[src/rtl/ptp_fine_pkg.sv]
package ptp_fine_pkg;
  // Width of the sub-second increment register, fixed by the block's architecture.
  localparam int PTP_INC_W = 8;

  // Strobes from the rate control to the time datapath.
  typedef struct packed {
    logic                 advance;  // accumulator carried this cycle
    logic [PTP_INC_W-1:0] step;     // nanoseconds to add on advance
  } ptpTick_t;
endpackage

[src/rtl/ptp_fine_ctrl.sv]
module ptp_fine_ctrl
  import ptp_fine_pkg::*;
#(
  parameter int ACC_W = 32
) (
  input  logic                 clk,
  input  logic                 rst,
  input  logic                 addendWe,
  input  logic [ACC_W-1:0]     addendIn,
  input  logic                 incrWe,
  input  logic [PTP_INC_W-1:0] incrIn,
  output ptpTick_t             tick,
  output logic [ACC_W-1:0]     accVal
);
  localparam int SUM_W = ACC_W + 1;

  logic [ACC_W-1:0]     addendReg;
  logic [PTP_INC_W-1:0] incrReg;
  logic [ACC_W-1:0]     accReg;
  logic [SUM_W-1:0]     accSum;

  // Widened add: the top bit is the carry-out that paces the clock.
  assign accSum = {1'b0, accReg} + {1'b0, addendReg};

  always_ff @(posedge clk) begin
    if (rst) begin
      accReg    <= '0;
      addendReg <= '0;
      incrReg   <= '0;
    end else begin
      accReg <= accSum[ACC_W-1:0];
      if (addendWe) addendReg <= addendIn;
      if (incrWe)   incrReg   <= incrIn;
    end
  end

  assign tick.advance = accSum[SUM_W-1];
  assign tick.step    = incrReg;
  assign accVal       = accReg;
endmodule

[src/rtl/ptp_fine_dp.sv]
module ptp_fine_dp
  import ptp_fine_pkg::*;
#(
  parameter int NS_W     = 30,
  parameter int SEC_W    = 32,
  parameter int NS_LIMIT = 1000000000
) (
  input  logic             clk,
  input  logic             rst,
  input  ptpTick_t         tick,
  output logic [NS_W-1:0]  nsOut,
  output logic [SEC_W-1:0] secOut
);
  localparam int SUM_W = NS_W + 1;
  localparam logic [SUM_W-1:0] LIMIT_V = SUM_W'(NS_LIMIT);

  logic [NS_W-1:0]  nsReg;
  logic [SEC_W-1:0] secReg;
  logic [SUM_W-1:0] nsSum;
  logic [SUM_W-1:0] nsFolded;
  logic             rollOver;

  assign nsSum    = {1'b0, nsReg} + SUM_W'(tick.step);
  assign rollOver = (nsSum >= LIMIT_V);
  assign nsFolded = nsSum - LIMIT_V;

  always_ff @(posedge clk) begin
    if (rst) begin
      nsReg  <= '0;
      secReg <= '0;
    end else if (tick.advance) begin
      if (rollOver) begin
        nsReg  <= nsFolded[NS_W-1:0];
        secReg <= secReg + SEC_W'(1);
      end else begin
        nsReg  <= nsSum[NS_W-1:0];
      end
    end
  end

  assign nsOut  = nsReg;
  assign secOut = secReg;
endmodule

[src/rtl/ptp_fine_clock.sv]
module ptp_fine_clock
  import ptp_fine_pkg::*;
#(
  parameter int ACC_W    = 32,
  parameter int NS_W     = 30,
  parameter int SEC_W    = 32,
  parameter int NS_LIMIT = 1000000000
) (
  input  logic                 clk,
  input  logic                 rst,
  input  logic                 addendWe,
  input  logic [ACC_W-1:0]     addendIn,
  input  logic                 incrWe,
  input  logic [PTP_INC_W-1:0] incrIn,
  output logic [NS_W-1:0]      nsOut,
  output logic [SEC_W-1:0]     secOut
);
  ptpTick_t         tickStb;
  logic [ACC_W-1:0] accState;

  ptp_fine_ctrl #(.ACC_W(ACC_W)) u_ctrl (
    .clk      (clk),
    .rst      (rst),
    .addendWe (addendWe),
    .addendIn (addendIn),
    .incrWe   (incrWe),
    .incrIn   (incrIn),
    .tick     (tickStb),
    .accVal   (accState)
  );

  ptp_fine_dp #(.NS_W(NS_W), .SEC_W(SEC_W), .NS_LIMIT(NS_LIMIT)) u_dp (
    .clk    (clk),
    .rst    (rst),
    .tick   (tickStb),
    .nsOut  (nsOut),
    .secOut (secOut)
  );
endmodule

[config.mk]
export PLATFORM = sky130hd
export DESIGN_NAME = ptp_fine_clock
export DESIGN_NICKNAME = d
export VERILOG_FILES = /design/src/rtl/ptp_fine_pkg.sv /design/src/rtl/ptp_fine_ctrl.sv /design/src/rtl/ptp_fine_dp.sv /design/src/rtl/ptp_fine_clock.sv
export SDC_FILE = /design/constraint.sdc
export NUM_CORES = 1
export LEC_CHECK = 0
export BUFFER_PORTS_ARGS = -buffer_cell sky130_fd_sc_hd__buf_2
export CAP_MARGIN = 25
export CORE_MARGIN = 3
export CORE_UTILIZATION = 30
export CTS_BUF_LIST = sky130_fd_sc_hd__clkbuf_2
export CTS_CLUSTER_DIAMETER = 120
export DETAILED_ROUTE_END_ITERATION = 7
export SLEW_MARGIN = 10
export SYNTH_ARGS = -nofsm -noshare
export SYNTH_HDL_FRONTEND = slang
export SYNTH_SLANG_ARGS = --single-unit
[constraint.sdc]
create_clock -name clk -period 5.4 [get_ports clk]
set_input_delay 0.54 -clock clk [delete_from_list [all_inputs] [get_ports clk]]
set_output_delay 0.54 -clock clk [all_outputs]
set_load 0.05 [all_outputs]
==> results.sh <==
export IMPL_dp_cells=1436
export IMPL_slowest_delay_ns=0.46
export IMPL_tightest_slew_ns=1.02
export IMPL_route_met3_wl_um=1060
export IMPL_clockBufferDepth=2
export IMPL_p_comb_share_pct=14.8
export IMPL_worst_path_max_delay_cell="ha_1"
export IMPL_ant_nets=0
export IMPL_core_area_sq_um=27100
export IMPL_cp_end_kind="flip-flop"
export IMPL_synthArstFlopShare_pct=0
export IMPL_synth_top_cell_area_share_pct=32.3
export IMPL_vdd_drop_max_mv=0.162
export IMPL_vias=7512
export IMPL_fp_dieArea_sq_um=29700
export IMPL_cp_data_required_time_ns=6.01
export IMPL_fin_skew_ns=0.0560
export IMPL_status="finished clean"
export IMPL_rows=60
export IMPL_die_w_um=172
export IMPL_setup_violations=0
export IMPL_highest_layer="met4"
export IMPL_drc_errors=0
export IMPL_arrival_ns=5.43
export IMPL_synthesis_nets=1091
export IMPL_power_switching_w=0.000586
export IMPL_critPathBufInv=0
export IMPL_ys_types=82
export IMPL_hold_path_class="in -> reg"
export IMPL_syn_inst=1003
export IMPL_yosys_warnings=0
export IMPL_clkPwrFrac_pct=33.6
export IMPL_grt_pass1_wl_um=36200
export IMPL_wl_um=21700
export IMPL_final_min_period_over_clock_period_pct=89.4
export IMPL_cts_buffers=17
export IMPL_netlist_area_sq_um=8310
export IMPL_ys_ff_latch=134
export IMPL_pin_count=106
export IMPL_clock_sinks=134
export IMPL_seq_area_frac_synth_pct=32.3
export IMPL_tns_ns=0
export IMPL_grt_pass1_vias=7325
export IMPL_finalHoldViolations=0
export IMPL_synth_area_leader_cell="dfxtp_1"
export IMPL_portBuffers=105
export IMPL_timing_slew_headroom_pct=32.2
export IMPL_drive_gt1_share_pct=15.9
export IMPL_postCtsSetupBuffers=0
export IMPL_die_h_um=172
export IMPL_p_int_w=0.00148
export IMPL_slew_violations=0
export IMPL_finalNonFillerCells=1498
export IMPL_first_iter_violations=424
export IMPL_rsz0062_at_grt="false"
export IMPL_swShare_pct=28.4
export IMPL_syn_to_final_growth_pct=16.9
export IMPL_hpwl_um=15700
export IMPL_synth_edf_count=0
export IMPL_seq_power_share_pct=51.5
export IMPL_wl_met1_um=10100
export IMPL_gp_congestion=0.863
export IMPL_synth_avg_cell_area_sq_um=8.29
export IMPL_insertion_delay_ns=0.71
export IMPL_clk_pin_slew_worst_paths_ns=0.21
export IMPL_antenna_found_initial=1
export IMPL_via_per_inst=5.01
export IMPL_drt_first_pass_iters=5
export IMPL_drv_cap=0
export IMPL_grt_total_usage_pct=14.9
export IMPL_cts_root_buffer_cell="clkbuf_2"
export IMPL_grt_ovfl_total=0
export IMPL_fin_nets=1201
export IMPL_grt_max_degree=82
export IMPL_synth_area_top_cells="dfxtp_1 (32%), nor2_1 (6.9%), ha_1 (6.3%), mux2i_1 (5.2%), xnor2_1 (3.9%)"
export IMPL_fin_crit_ns=4.83
export IMPL_critPathTopFamily="compound AO/OA/AOI/OAI gates"
export IMPL_synth_main_ff_cell="dfxtp_1"
export IMPL_max_freq_ghz=0.207
export IMPL_powerDensity_nw_per_um2=212
export IMPL_start_util_pct=30.7
export IMPL_met2WireLength_um=10300
export IMPL_cp_start_kind="flip-flop"
export IMPL_leakagePower_nw=4.17
export IMPL_htree_levels=4
export IMPL_crit_chain="ha_1 -> a211oi_1 -> o22ai_1 -> nor2_1 -> xor2_1 -> ha_1 -> nand4_1 -> o32a_1 -> o22ai_1 -> nor3b_4 -> a21oi_2 -> a21o_4 -> o211ai_1 -> a221oi_2 -> mux2_2"
export IMPL_path_class="reg -> reg"
export IMPL_critical_path_peak_fanout=25
export IMPL_routedWlPerCell_um=14.5
export IMPL_cts_tree="done"
state kept, by name, indices dropped and copies added, names as in the netlist:
name,flops
u_ctrl.accVal,32
u_ctrl.addendReg,32
u_ctrl.incrReg,8
u_dp.nsOut,30
u_dp.secOut,32
layer usage:
layer,track usage (%),vias to the layer above
li1,-,3848
met1,19.2,3479
met2,24.9,171
met3,3.36,14
met4,4.48,0
met5,0,-
layout by cell type (no fill, tap or decap), types with 20 or more instances in the layout:
master and n:
a21o_1 29, a21oi_1 53, buf_2 104, dfxtp_1 134
dlygate4sd3_1 30, ha_1 42, inv_1 21, mux2i_1 43
nand2_1 70, nand3_1 31, nor2_1 152, nor4_1 20
o21ai_0 40, xnor2_1 37, xor2_1 31
stage by stage:
stage / utilization (%) / power, W / setup slack (ns) / hold slack [ns] / instance area [sq um]
6_report: 35.9 / 0.00206 / 0.575 / 0.111 / 9720
5_1_grt: 35.9 / 0.00218 / 0.137 / 0.00316 / 9720
4_1_cts: 35.8 / 0.00210 / 0.428 / 0.00491 / 9710
3_5_place_dp: 33.7 / 0.00137 / 0.441 / 0.465 / 9140
3_3_place_gp: 33.7 / 0.00137 / 0.584 / 0.455 / 9140
2_1_floorplan: - / 0.00130 / 0.871 / 0.465 / 8310
kinds of logic after synthesis:
| family | share of synthesized area [%] |
|---|---|
| DFF | 32.3 |
| AOI/OAI and AO/OA | 18.7 |
| buffers and inverters | 3.78 |
| muxes | 6.53 |
| adders and majority gates | 6.81 |
| xor gates and xnor gates | 7.36 |
| and+or+nand+nor | 24.5 |
power groups by stage:
stage | registers [W] | logic (W) | clock network [W]
2_1_floorplan | 0.00108 | 0.000222 | 0
3_3_place_gp | 0.00108 | 0.000286 | 0
3_5_place_dp | 0.00108 | 0.000291 | 0
4_1_cts | 0.00106 | 0.000308 | 0.000728
5_1_grt | 0.00107 | 0.000348 | 0.000763
6_report | 0.00106 | 0.000306 | 0.000693
Yosys cell counts (10+ instances only):
| cell type | instances |
|---|---|
| nor2_1 | 153 |
| dfxtp_1 | 134 |
| nand2_1 | 70 |
| a21oi_1 | 53 |
| mux2i_1 | 43 |
| ha_1 | 42 |
| o21ai_0 | 40 |
| xnor2_1 | 37 |
| clkbuf_1 | 33 |
| nand3_1 | 31 |
| xor2_1 | 31 |
| a21o_1 | 29 |
| inv_1 | 21 |
| nor4_1 | 20 |
| and3_1 | 18 |
| nor2b_1 | 18 |
| nor3_1 | 18 |
| a211oi_1 | 17 |
| nand4_1 | 17 |
| or3_1 | 12 |
| nand2b_1 | 10 |
final timing paths:
check,from,to,slack [ns],cells past startpoint
worst max register to register,u_dp.nsOut[6]$_SDFFE_PP0P_,u_dp.nsOut[17]$_SDFFE_PP0P_,0.57,15
worst min register to register,u_dp.nsOut[0]$_SDFFE_PP0P_,u_dp.nsOut[0]$_SDFFE_PP0P_,0.48,2
worst min-delay path,incrIn[2],u_ctrl.incrReg[2]$_SDFFE_PP0P_,0.11,3
worst max-delay path,u_dp.nsOut[6]$_SDFFE_PP0P_,u_dp.nsOut[17]$_SDFFE_PP0P_,0.57,15
final cells by class:
cell class | count | area [sq um]
Fill cell | 2826 | 17400
Antenna cell | 2 | 5.00
Sequential cell | 134 | 2680
Timing Repair Buffer | 144 | 896
Clock inverter | 12 | 178
Tap cell | 372 | 465
Multi-Input combinational cell | 795 | 5320
Inverter | 21 | 78.8
Clock buffer | 18 | 90.1
worst min-delay path: stages:
cell     delay (ns)
buf_2          0.08
mux2i_1        0.05
nor2_1         0.07
what timing repair did:
action                     in CTS  in global routing
setup endpoints to repair       0                  1
hold endpoints to repair       30                  0
resized for setup               0                  1
hold buffers                   30                  0
Note: power is estimated with default switching activity, not from simulation.
